File: src/rtl/jtag_tap_pkg.sv
package jtag_tap_pkg;

    localparam int IR_W = 3;

    typedef enum logic [3:0] {
        ST_TLR, ST_RTI,
        ST_SEL_DR, ST_CAP_DR, ST_SH_DR, ST_EX1_DR, ST_PAU_DR, ST_EX2_DR, ST_UPD_DR,
        ST_SEL_IR, ST_CAP_IR, ST_SH_IR, ST_EX1_IR, ST_PAU_IR, ST_EX2_IR, ST_UPD_IR
    } tap_state_e;

    typedef enum logic [IR_W-1:0] {
        OP_EXTEST = 3'b000,
        OP_SAMPLE = 3'b001,
        OP_IDCODE = 3'b010,
        OP_HIGHZ  = 3'b011,
        OP_CLAMP  = 3'b100,
        OP_RSV5   = 3'b101,
        OP_RSV6   = 3'b110,
        OP_BYPASS = 3'b111
    } tap_op_e;

    localparam logic [IR_W-1:0] IR_CAPTURE_PAT = 3'b001;

    typedef struct packed {
        logic sel_bsr;     // boundary register on the serial path
        logic sel_id;      // identification register on the serial path
        logic pins_test;   // pins driven from the held boundary stage
        logic pins_float;  // all output enables forced off
    } tap_dec_t;

    function automatic tap_dec_t decode_op(input logic [IR_W-1:0] op);
        tap_dec_t d;
        d = '0;
        unique case (op)
            OP_EXTEST: begin d.sel_bsr = 1'b1; d.pins_test = 1'b1; end
            OP_SAMPLE: d.sel_bsr = 1'b1;
            OP_IDCODE: d.sel_id = 1'b1;
            OP_HIGHZ:  begin d.pins_test = 1'b1; d.pins_float = 1'b1; end
            OP_CLAMP:  d.pins_test = 1'b1;
            default:   d = '0;   // bypass and the two unassigned codes
        endcase
        return d;
    endfunction

endpackage

File: src/rtl/jtag_tap_fsm.sv
module jtag_tap_fsm
    import jtag_tap_pkg::*;
(
    input  logic       tck,
    input  logic       trst_n,
    input  logic       tms,
    output tap_state_e state_o,
    output logic       in_tlr_o,
    output logic       cap_dr_o,
    output logic       sh_dr_o,
    output logic       upd_dr_o,
    output logic       cap_ir_o,
    output logic       sh_ir_o,
    output logic       upd_ir_o
);

    tap_state_e state_q, state_d;

    always_ff @(posedge tck or negedge trst_n) begin
        if (!trst_n) state_q <= ST_TLR;
        else         state_q <= state_d;
    end

    always_comb begin
        state_d = state_q;
        unique case (state_q)
            ST_TLR:    state_d = tms ? ST_TLR    : ST_RTI;
            ST_RTI:    state_d = tms ? ST_SEL_DR : ST_RTI;
            ST_SEL_DR: state_d = tms ? ST_SEL_IR : ST_CAP_DR;
            ST_CAP_DR: state_d = tms ? ST_EX1_DR : ST_SH_DR;
            ST_SH_DR:  state_d = tms ? ST_EX1_DR : ST_SH_DR;
            ST_EX1_DR: state_d = tms ? ST_UPD_DR : ST_PAU_DR;
            ST_PAU_DR: state_d = tms ? ST_EX2_DR : ST_PAU_DR;
            ST_EX2_DR: state_d = tms ? ST_UPD_DR : ST_SH_DR;
            ST_UPD_DR: state_d = tms ? ST_SEL_DR : ST_RTI;
            ST_SEL_IR: state_d = tms ? ST_TLR    : ST_CAP_IR;
            ST_CAP_IR: state_d = tms ? ST_EX1_IR : ST_SH_IR;
            ST_SH_IR:  state_d = tms ? ST_EX1_IR : ST_SH_IR;
            ST_EX1_IR: state_d = tms ? ST_UPD_IR : ST_PAU_IR;
            ST_PAU_IR: state_d = tms ? ST_EX2_IR : ST_PAU_IR;
            ST_EX2_IR: state_d = tms ? ST_UPD_IR : ST_SH_IR;
            ST_UPD_IR: state_d = tms ? ST_SEL_DR : ST_RTI;
            default:   state_d = ST_TLR;
        endcase
    end

    always_comb begin
        in_tlr_o = 1'b0;
        cap_dr_o = 1'b0;
        sh_dr_o  = 1'b0;
        upd_dr_o = 1'b0;
        cap_ir_o = 1'b0;
        sh_ir_o  = 1'b0;
        upd_ir_o = 1'b0;
        unique case (state_q)
            ST_TLR:    in_tlr_o = 1'b1;
            ST_CAP_DR: cap_dr_o = 1'b1;
            ST_SH_DR:  sh_dr_o  = 1'b1;
            ST_UPD_DR: upd_dr_o = 1'b1;
            ST_CAP_IR: cap_ir_o = 1'b1;
            ST_SH_IR:  sh_ir_o  = 1'b1;
            ST_UPD_IR: upd_ir_o = 1'b1;
            default: ;
        endcase
    end

    assign state_o = state_q;

endmodule

File: src/rtl/jtag_tap_ir.sv
module jtag_tap_ir
    import jtag_tap_pkg::*;
(
    input  logic            tck,
    input  logic            trst_n,
    input  logic            in_tlr,
    input  logic            cap,
    input  logic            sh,
    input  logic            upd,
    input  logic            tdi,
    output logic            so,
    output logic [IR_W-1:0] op_o,
    output tap_dec_t        dec_o
);

    logic [IR_W-1:0] shf_q;
    logic [IR_W-1:0] op_q;

    always_ff @(posedge tck or negedge trst_n) begin
        if (!trst_n)  shf_q <= '0;
        else if (cap) shf_q <= IR_CAPTURE_PAT;
        else if (sh)  shf_q <= {tdi, shf_q[IR_W-1:1]};
    end

    always_ff @(posedge tck or negedge trst_n) begin
        if (!trst_n)     op_q <= OP_IDCODE;
        else if (in_tlr) op_q <= OP_IDCODE;
        else if (upd)    op_q <= shf_q;
    end

    assign so    = shf_q[0];
    assign op_o  = op_q;
    assign dec_o = decode_op(op_q);

endmodule

File: src/rtl/jtag_tap_bsr.sv
module jtag_tap_bsr #(
    parameter int CELLS = 12
) (
    input  logic             tck,
    input  logic             trst_n,
    input  logic             sel,
    input  logic             cap,
    input  logic             sh,
    input  logic             upd,
    input  logic             tdi,
    input  logic [CELLS-1:0] cap_val,
    output logic             so,
    output logic [CELLS-1:0] hold_o
);

    logic [CELLS-1:0] sr_q;
    logic [CELLS-1:0] hold_q;

    always_ff @(posedge tck or negedge trst_n) begin
        if (!trst_n)         sr_q <= '0;
        else if (sel && cap) sr_q <= cap_val;
        else if (sel && sh)  sr_q <= {tdi, sr_q[CELLS-1:1]};
    end

    always_ff @(posedge tck or negedge trst_n) begin
        if (!trst_n)         hold_q <= '0;
        else if (sel && upd) hold_q <= sr_q;
    end

    assign so     = sr_q[0];
    assign hold_o = hold_q;

endmodule

File: src/rtl/jtag_tap_ctrl.sv
module jtag_tap_ctrl
    import jtag_tap_pkg::*;
#(
    parameter int          NPINS   = 4,
    parameter logic [31:0] ID_WORD = 32'h0B57_A0C2
) (
    input  logic             tck,
    input  logic             trst_n,
    input  logic             tms,
    input  logic             tdi,
    output logic             tdo,
    output logic             tdo_oe,
    input  logic [NPINS-1:0] pin_in,
    input  logic [NPINS-1:0] core_out,
    input  logic [NPINS-1:0] core_oe,
    output logic             test_sel,
    output logic [NPINS-1:0] pad_out,
    output logic [NPINS-1:0] pad_oe
);

    localparam int          CELLS   = 3 * NPINS;
    localparam int          ID_W    = 32;
    localparam logic [ID_W-1:0] ID_CAP = {ID_WORD[ID_W-1:1], 1'b1};

    tap_state_e      state;
    logic            in_tlr, cap_dr, sh_dr, upd_dr, cap_ir, sh_ir, upd_ir;
    logic            ir_so, bsr_so;
    logic [IR_W-1:0] ir_op;
    tap_dec_t        dec;
    logic            sel_bsr, sel_id, sel_byp;
    logic [CELLS-1:0] bsr_hold;
    logic [ID_W-1:0]  id_q;
    logic             byp_q;
    logic             tdo_q, tdo_oe_q, tdo_d;

    jtag_tap_fsm u_fsm (
        .tck      (tck),
        .trst_n   (trst_n),
        .tms      (tms),
        .state_o  (state),
        .in_tlr_o (in_tlr),
        .cap_dr_o (cap_dr),
        .sh_dr_o  (sh_dr),
        .upd_dr_o (upd_dr),
        .cap_ir_o (cap_ir),
        .sh_ir_o  (sh_ir),
        .upd_ir_o (upd_ir)
    );

    jtag_tap_ir u_ir (
        .tck    (tck),
        .trst_n (trst_n),
        .in_tlr (in_tlr),
        .cap    (cap_ir),
        .sh     (sh_ir),
        .upd    (upd_ir),
        .tdi    (tdi),
        .so     (ir_so),
        .op_o   (ir_op),
        .dec_o  (dec)
    );

    assign sel_bsr = dec.sel_bsr;
    assign sel_id  = dec.sel_id;
    assign sel_byp = !(dec.sel_bsr || dec.sel_id);

    jtag_tap_bsr #(.CELLS(CELLS)) u_bsr (
        .tck     (tck),
        .trst_n  (trst_n),
        .sel     (sel_bsr),
        .cap     (cap_dr),
        .sh      (sh_dr),
        .upd     (upd_dr),
        .tdi     (tdi),
        .cap_val ({core_oe, core_out, pin_in}),
        .so      (bsr_so),
        .hold_o  (bsr_hold)
    );

    // identification word
    always_ff @(posedge tck or negedge trst_n) begin
        if (!trst_n)                 id_q <= '0;
        else if (sel_id && cap_dr)   id_q <= ID_CAP;
        else if (sel_id && sh_dr)    id_q <= {tdi, id_q[ID_W-1:1]};
    end

    // single-bit path
    always_ff @(posedge tck or negedge trst_n) begin
        if (!trst_n)                 byp_q <= 1'b0;
        else if (sel_byp && cap_dr)  byp_q <= 1'b0;
        else if (sel_byp && sh_dr)   byp_q <= tdi;
    end

    always_comb begin
        tdo_d = 1'b0;
        unique case (state)
            ST_SH_IR: tdo_d = ir_so;
            ST_SH_DR: tdo_d = sel_bsr ? bsr_so : (sel_id ? id_q[0] : byp_q);
            default:  tdo_d = 1'b0;
        endcase
    end

    always_ff @(negedge tck or negedge trst_n) begin
        if (!trst_n) begin
            tdo_q    <= 1'b0;
            tdo_oe_q <= 1'b0;
        end else begin
            tdo_q    <= tdo_d;
            tdo_oe_q <= (state == ST_SH_DR) || (state == ST_SH_IR);
        end
    end

    assign tdo      = tdo_oe_q ? tdo_q : 1'b0;
    assign tdo_oe   = tdo_oe_q;
    assign test_sel = dec.pins_test;

    for (genvar p = 0; p < NPINS; p++) begin : g_pin
        assign pad_out[p] = dec.pins_test ? bsr_hold[NPINS + p] : core_out[p];
        assign pad_oe[p]  = dec.pins_float ? 1'b0 :
                            (dec.pins_test ? bsr_hold[2*NPINS + p] : core_oe[p]);
    end

endmodule

File: config.mk
export PLATFORM = sky130hd
export DESIGN_NAME = jtag_tap_ctrl
export DESIGN_NICKNAME = d
export VERILOG_FILES = /design/src/rtl/jtag_tap_pkg.sv /design/src/rtl/jtag_tap_fsm.sv /design/src/rtl/jtag_tap_ir.sv /design/src/rtl/jtag_tap_bsr.sv /design/src/rtl/jtag_tap_ctrl.sv
export SDC_FILE = /design/constraint.sdc
export NUM_CORES = 1
export LEC_CHECK = 0
export ABC_AREA = 0
export CAP_MARGIN = 20
export CORE_MARGIN = 1
export CORE_UTILIZATION = 50
export CTS_CLUSTER_DIAMETER = 80
export DETAILED_ROUTE_END_ITERATION = 8
export DONT_BUFFER_PORTS = 1
export PLACE_DENSITY = 0.68
export SYNTH_ARGS = -nofsm -noshare
export SYNTH_HDL_FRONTEND = slang
export SYNTH_SLANG_ARGS = --single-unit
File: constraint.sdc
create_clock -name tck -period 1.94 [get_ports tck]
set_clock_uncertainty 0.15 [all_clocks]
set_input_delay 0.388 -clock tck [delete_from_list [all_inputs] [get_ports tck]]
set_output_delay 0.388 -clock tck [all_outputs]
set_load 0.01 [all_outputs]
-- After elaboration in Yosys (flattened, before gate mapping)
Index checks and enable logic that the tools add are counted.
- bits in registers: 69
- output and inout port bits: 11
- logic and storage cells: 100
- reductions and logical operators: 22
- multiplexer cells: 50
- equality and inequality tests: 19
- operators with widths (kind ; number):
    32-bit 2-to-1 mux ; 2
    4-bit one-hot mux with 12 select lines ; 1
    4-bit == test (second input constant) ; 8
    1-bit 2-to-1 mux ; 31
    12-bit 2-to-1 mux ; 2
    3-bit 2-to-1 mux ; 6
    4-bit by 3-bit == test with 1-bit output (second input constant) ; 4
    4-bit 2-to-1 mux ; 4
    2-bit nonzero test ; 5
    4-bit by 2-bit == test with 1-bit output (second input constant) ; 2
    1-bit logical AND ; 7
    3-bit by 2-bit == test with 1-bit output (second input constant) ; 2
    2-bit 2-to-1 mux ; 3
    2-bit OR reduction ; 3
    3-bit OR reduction ; 2
    4-bit by 1-bit == test with 1-bit output (second input constant) ; 1
    4-bit logical NOT ; 1
    3-bit by 1-bit == test with 1-bit output (second input constant) ; 1
    3-bit == test (second input constant) ; 1
    3-bit logical NOT ; 1
    1-bit logical OR ; 2
    1-bit one-hot mux with 2 select lines ; 1
    1-bit logical NOT ; 1

-- Longest topological paths before layout
Gate-level depths: netlist (run 1).
- depth in word-level cells: 8
- gate-level depth with buffers: 7
- depth with buffers taken out: 4

-- Hierarchy
A second synthesis (run 1) with hierarchy kept.
- cell total of the unflattened synthesis: 329
- area, all modules: 3258.1 um^2
- modules (own cells, without submodules) (module ; instances ; cells each ; area each (um^2) ; sequential area each (um^2)):
    jtag_tap_ctrl ; 1 ; 166 ; 1565.3 ; 875.8
    jtag_tap_bsr ; 1 ; 95 ; 1089.8 ; 600.6
    jtag_tap_fsm ; 1 ; 46 ; 339.1 ; 100.1
    jtag_tap_ir ; 1 ; 22 ; 264.0 ; 151.4

==> impl_metrics.ini, run 1 <==
[outcome]
run_status = finished with violations
violations = hold timing, setup timing

[cells_and_area]
final_cell_mix = nand2_1, dfrtp_1, buf_4, o21ai_2, nor2_1
drive_above_1_share_pct = 35.18
synthToLayoutAreaGrowth_pct = 21.93
nNetsFinal = 372
fillers = 471
n_antenna_cell = 0
final_common_cell = nand2_1

[setup_path]
crit_chain = and2_4
path_max_fanout = 2
slowest_stage = dfrtn_1
arrival_ns = 1.85
slowest_delay_ns = 0.40
start_kind = flip-flop
path_buf_inv = 0
end_kind = output port
crit_type = flip-flop to output port
crit_family = flip-flops
crit_required_ns = 1.40

[synthesis]
syn_avg_cell_area_um2 = 9.932
synthCells = 324
synthArstFlopShare_pct = 100.0
syn_area_mm2 = 0.003218
ys_types = 46
synth_edf_count = 0
yosys_warnings = 0
ys_seq_elements = 65
yosysSeqAreaShare_pct = 50.58
ys.flop_type = dfrtp_1
syn-num-nets = 340

[clock_network]
insertion_delay_ns = 0.34
numCtsBuffers = 9
clock_sinks = 65
clk_pin_slew_ns = 0.08
cts-root-buf = clkbuf_8
cts_tree = done
h-tree-depth = 3
cts_buffer_depth = 2

[pwr]
leakage_nw = 1.721
p_per_area_mw_per_mm2 = 1730
max-vdd-ir-drop_uv = 943.8

[sta]
whs_ns = -0.4119
rsz0062_at_grt = yes
layout_setup_ws_ns = -0.4501
relSlewSlack_pct = 76.38
worst_slew_pin_slew_ns = 0.3516
setup-violations-final = 13
hold_violations = 63
fin_tns_setup_ns = -3.045
maxSlewViolCount = 0

[grt]
antenna_found_initial = 0
grt_overflow = 0
grt_pass1_vias = 2396
grt_start_max_net_pins = 66
grt_usage_pct = 22.02
grt_pass1_wl_mm = 11.03

[routing]
drc = 0
avgViaCountPerCell = 5.606
vias = 2444
wl_mm = 6.775
postRouteAntennaNets = 0
drt_iter0_drc = 103
drtPass1Iterations = 4
post_drt_wl_per_cell_um = 15.54

[place]
pre_cts_ws_ns = -0.1435
port_buffers = 0
place_congestion = 0.8000
hpwl_mm = 3.997

[worst_hold_path]
hp-class = input pin to async pin

[die]
initial_core_util_pct = 53.10
core_area_mm2 = 0.006061
die_h_um = 82.23
rows = 28
die_w_um = 82.23
die_area_mm2 = 0.006761
ios = 27

[job]
max_cap_viol_count = 0
## cells by family after synthesis
family	after synthesis	synth area share (%)
AOI/OAI and AO/OA	87	18.82
xor gates and xnor gates	1	0.2722
buffers and inverters	27	5.987
DFF	65	50.58
muxes	23	7.621
and+or+nand+nor	121	16.72
## power breakdown
group | internal [W] | leakage (nW) | switching [W]
Sequential | 0.00191 | 0.809 | 0.000365
Clock | 0.000855 | 0.124 | 0.000538
Combinational | 0.00144 | 0.788 | 0.00169
## synthesized netlist by cell type, types with 3 or more instances
cell type	instances	area share (%)
nand2_1	74	8.6
dfrtp_1	62	48
o21ai_2	28	7.6
nor2_1	25	2.9
o21ai_0	15	2.3
a21oi_1	12	1.9
mux2_2	12	4.2
o21ai_1	12	1.9
mux2i_1	11	3.4
buf_6	9	3.1
o22ai_1	7	1.4
clkbuf_1	5	0.58
inv_1	5	0.58
nand3_1	5	0.78
buf_2	4	0.62
nor3_1	3	0.47
## metrics by stage
| step | total power, W | util (%) | hold slack, ns | instances | area (um^2) |
|---|---|---|---|---|---|
| after floorplan | 0.004351 | - | -0.05759 | 324 | 3254 |
| after global placement | 0.004833 | 56.34 | -0.05597 | 408 | 3415 |
| after detailed placement | 0.004915 | 56.34 | -0.05511 | 408 | 3415 |
| after CTS | 0.006616 | 63.48 | -0.4263 | 434 | 3847 |
| after global routing | 0.007257 | 64.74 | -0.4389 | 436 | 3924 |
| final | 0.006788 | 64.74 | -0.4119 | 436 | 3924 |
## path summary, 6_finish.rpt
| path | end | start | slack (ns) | cells after the start |
|---|---|---|---|---|
| worst min-delay path | id_q[22]$_DFFE_PN0P_ | trst_n | -0.41 | 0 |
| worst min register to register | id_q[6]$_DFFE_PN0P_ | id_q[6]$_DFFE_PN0P_ | 0.33 | 2 |
| worst max register to register | tdo_q$_DFF_NN0_ | u_ir.op_o[0]$_DFFE_PN0P_ | -0.26 | 5 |
| min in group tck | u_fsm.state_o[1]$_DFF_PN0_ | tms | 0.05 | 2 |
| max in group asynchronous | tdo_oe$_DFF_NN0_ | trst_n | 1.03 | 0 |
| worst max-delay path | tdo | tdo_oe$_DFF_NN0_ | -0.45 | 1 |
## layout make-up
class                   instances  area [um^2]  share of cell area [%]
repair buffers                 42        381.6                   9.726
inverters                       6        25.02                  0.6378
well taps                      75        93.84                   2.392
clock buffers                   9        123.9                   3.157
multi-input cells             232         1554                   39.60
clock inverters                 7        117.6                   2.997
flip-flops and latches         65         1628                   41.49
## sequential cells by signal (all words and copies together), names as in the netlist
register,flops
u_bsr.sr_q,12
u_bsr.hold_o,8
byp_q,1
tdo_q,1
u_fsm.state_o,4
u_ir.shf_q,3
tdo_oe,1
id_q,32
u_ir.op_o,3
## layer usage
layer | up-vias | GRT usage (%) | routed length (um)
met5 | - | 0 | 0
met4 | 0 | 8.246 | 189
met3 | 24 | 7.802 | 386
met2 | 68 | 34.46 | 3178
met1 | 1159 | 27.93 | 3020
li1 | 1193 | - | -
## timing repair
| action | CTS | global route |
|---|---|---|
| pin swaps | 10 | 3 |
| endpoints found under the setup margin | 13 | 43 |
| resized for setup | 28 | 13 |
| cloned | 0 | 0 |
| setup buffers | 10 | 3 |
| hold endpoints to repair | 63 | 63 |
Note: power is estimated with default switching activity, not from simulation.
==> run 2: changes to the inputs <==
Settings changed: SYNTH_HIERARCHICAL set to 1.
==> run 2 against run 1 <==
Net effect:
- the run still ends with hold timing, setup timing left
- cell count shrank 4.1%
- global-route usage fell by 1.3 points
- worst setup slack got worse by 0.0087 ns
- sequential power decreased by 4%
- combinational power decreased by 5%
- total power is 11% lower
- sequential cell count did not move
- critical path depth increased by 3
- first-iteration DRC count increased by 54%
- non-clock buffer count down 12
- synthesized cell count decreased by 0.93%
==> impl_metrics.ini, run 2 <==
[outcome]
run_status = finished with violations
violations = hold timing, setup timing

[die]
core_area_mm2 = 0.005956
ios = 27
die_area_mm2 = 0.006522
die_w_um = 80.76
die_h_um = 80.76
rows = 28
initial_core_util_pct = 52.08

[clock_network]
numCtsBuffers = 9
clock_sinks = 65
insertion_delay_ns = 0.33
cts-root-buf = clkbuf_8
cts_hold_buf = 1
cts_buffer_depth = 2
cts_tree = done
clk_pin_slew_ns = 0.07
h-tree-depth = 3

[cells_and_area]
n_antenna_cell = 0
largest_register = id_q
final_common_cell = dfrtp_1
synthToLayoutAreaGrowth_pct = 16.34
fillers = 493
stdcell_count = 418
final_cell_mix = dfrtp_1, nand2_1, nor3_1, o21ai_0, nor2_1
drive_above_1_share_pct = 20.70
fin_util_pct = 60.59
largest_reg_flops = 32
nNetsFinal = 355

[sta]
maxSlewViolCount = 0
setup-violations-final = 13
hold_violations = 63
layout_setup_ws_ns = -0.4588
worst_slew_pin_slew_ns = 0.4810
relSlewSlack_pct = 67.64
fin_tns_setup_ns = -4.658
whs_ns = -0.4049
rsz0062_at_grt = yes

[setup_path]
crit_chain = nor3b_4 -> nor2b_1 -> a211oi_2 -> o32ai_1
slowest_delay_ns = 0.55
slowest_stage = dfstp_2
crit_type = flip-flop to flip-flop
r2r_start = u_ir/op_o[1]$_DFFE_PN1P_
cp-endpoint = tdo_q$_DFF_NN0_
start_kind = flip-flop
end_kind = flip-flop
path_max_fanout = 3
reg2regPathDepth = 4
crit_required_ns = 0.98
cp-startpoint = u_ir/op_o[1]$_DFFE_PN1P_
arrival_ns = 1.44
r2r_end = tdo_q$_DFF_NN0_
rrSetupSlack_ns = -0.46

[synthesis]
syn_avg_cell_area_um2 = 9.663
syn_area_mm2 = 0.003102
syn-num-nets = 337
synthCells = 321
yosys_warnings = 6

[grt]
grt_usage_pct = 20.76
antenna_found_initial = 0
grt_pass1_wl_mm = 10.03
grt_overflow = 0
grt_pass1_vias = 2220
grt_start_max_net_pins = 66

[place]
port_buffers = 0
place_congestion = 0.7566
dp.cells = 395
hpwl_mm = 3.768
pre_cts_ws_ns = -0.4828

[routing]
drt_iter0_drc = 159
drtPass1Iterations = 4
vias = 2350
wl_mm = 6.095
post_drt_wl_per_cell_um = 14.58
postRouteAntennaNets = 0
avgViaCountPerCell = 5.622
drc = 0

[pwr]
leakage_nw = 1.619
p_per_area_mw_per_mm2 = 1677
max-vdd-ir-drop_uv = 1067

[worst_hold_path]
hp-class = input pin to async pin

[job]
max_cap_viol_count = 0
==> run 2: final cells by class <==
| cell class | instances | area (um^2) | area share (%) |
|---|---|---|---|
| clock buffers | 12 | 135.1 | 3.745 |
| inverters | 4 | 15.01 | 0.4161 |
| well taps | 75 | 93.84 | 2.601 |
| clock inverters | 3 | 18.77 | 0.5201 |
| repair buffers | 30 | 284.0 | 7.871 |
| flip-flops and latches | 65 | 1628 | 45.11 |
| multi-input cells | 229 | 1434 | 39.74 |
==> run 2: per-layer routing <==
metal  GRT usage, %  vias up  wire length (um)
met1          25.68     1129              2763
met4          11.43        0               123
met2          33.64       57              2932
met5              0        -                 0
met3          4.831        9               275
li1               -     1155                 -
==> run 2: repair_timing <==
item	in CTS	in global routing
setup endpoints to repair	13	23
hold endpoints to repair	64	63
gates cloned	1	0
pin swaps	3	3
gates resized for setup	16	8
buffers inserted	4	3
==> run 2: power breakdown <==
part	leakage (nW)	switching, W	total (W)	internal [W]
Combinational	0.669	0.00149	0.00296	0.00147
Sequential	0.870	0.000309	0.00217	0.00186
Clock	0.0802	0.000467	0.000922	0.000455
Total	1.62	0.00227	0.00605	0.00378
==> run 2: how the worst min path moves through the flow <==
stage,startpoint,to,slack (ns),cells after the start
4_1_cts,trst_n,u_ir/shf_q[1]$_DFFE_PN0P_,-0.42,0
2_1_floorplan,trst_n,byp_q$_DFFE_PN0P_,-0.06,0
3_3_place_gp,trst_n,u_ir/shf_q[1]$_DFFE_PN0P_,-0.06,0
6_report,trst_n,u_ir/shf_q[1]$_DFFE_PN0P_,-0.40,0
5_1_grt,trst_n,u_ir/shf_q[1]$_DFFE_PN0P_,-0.44,0
3_5_place_dp,trst_n,u_ir/shf_q[1]$_DFFE_PN0P_,-0.06,0
==> run 2: worst max-delay path: cells and delay by family (launching register included) <==
| kind | cells | cell delay [ns] |
|---|---|---|
| AOI/OAI and AO/OA | 2 | 0.28 |
| DFF | 1 | 0.55 |
| and+or+nand+nor | 2 | 0.28 |
==> run 2: through the flow <==
step           area (um^2)  power, W
2_1_floorplan         3134  0.004049
3_3_place_gp          3312  0.004688
3_5_place_dp          3312  0.004768
4_1_cts               3580  0.006018
5_1_grt               3608  0.006541
6_report              3608  0.006050
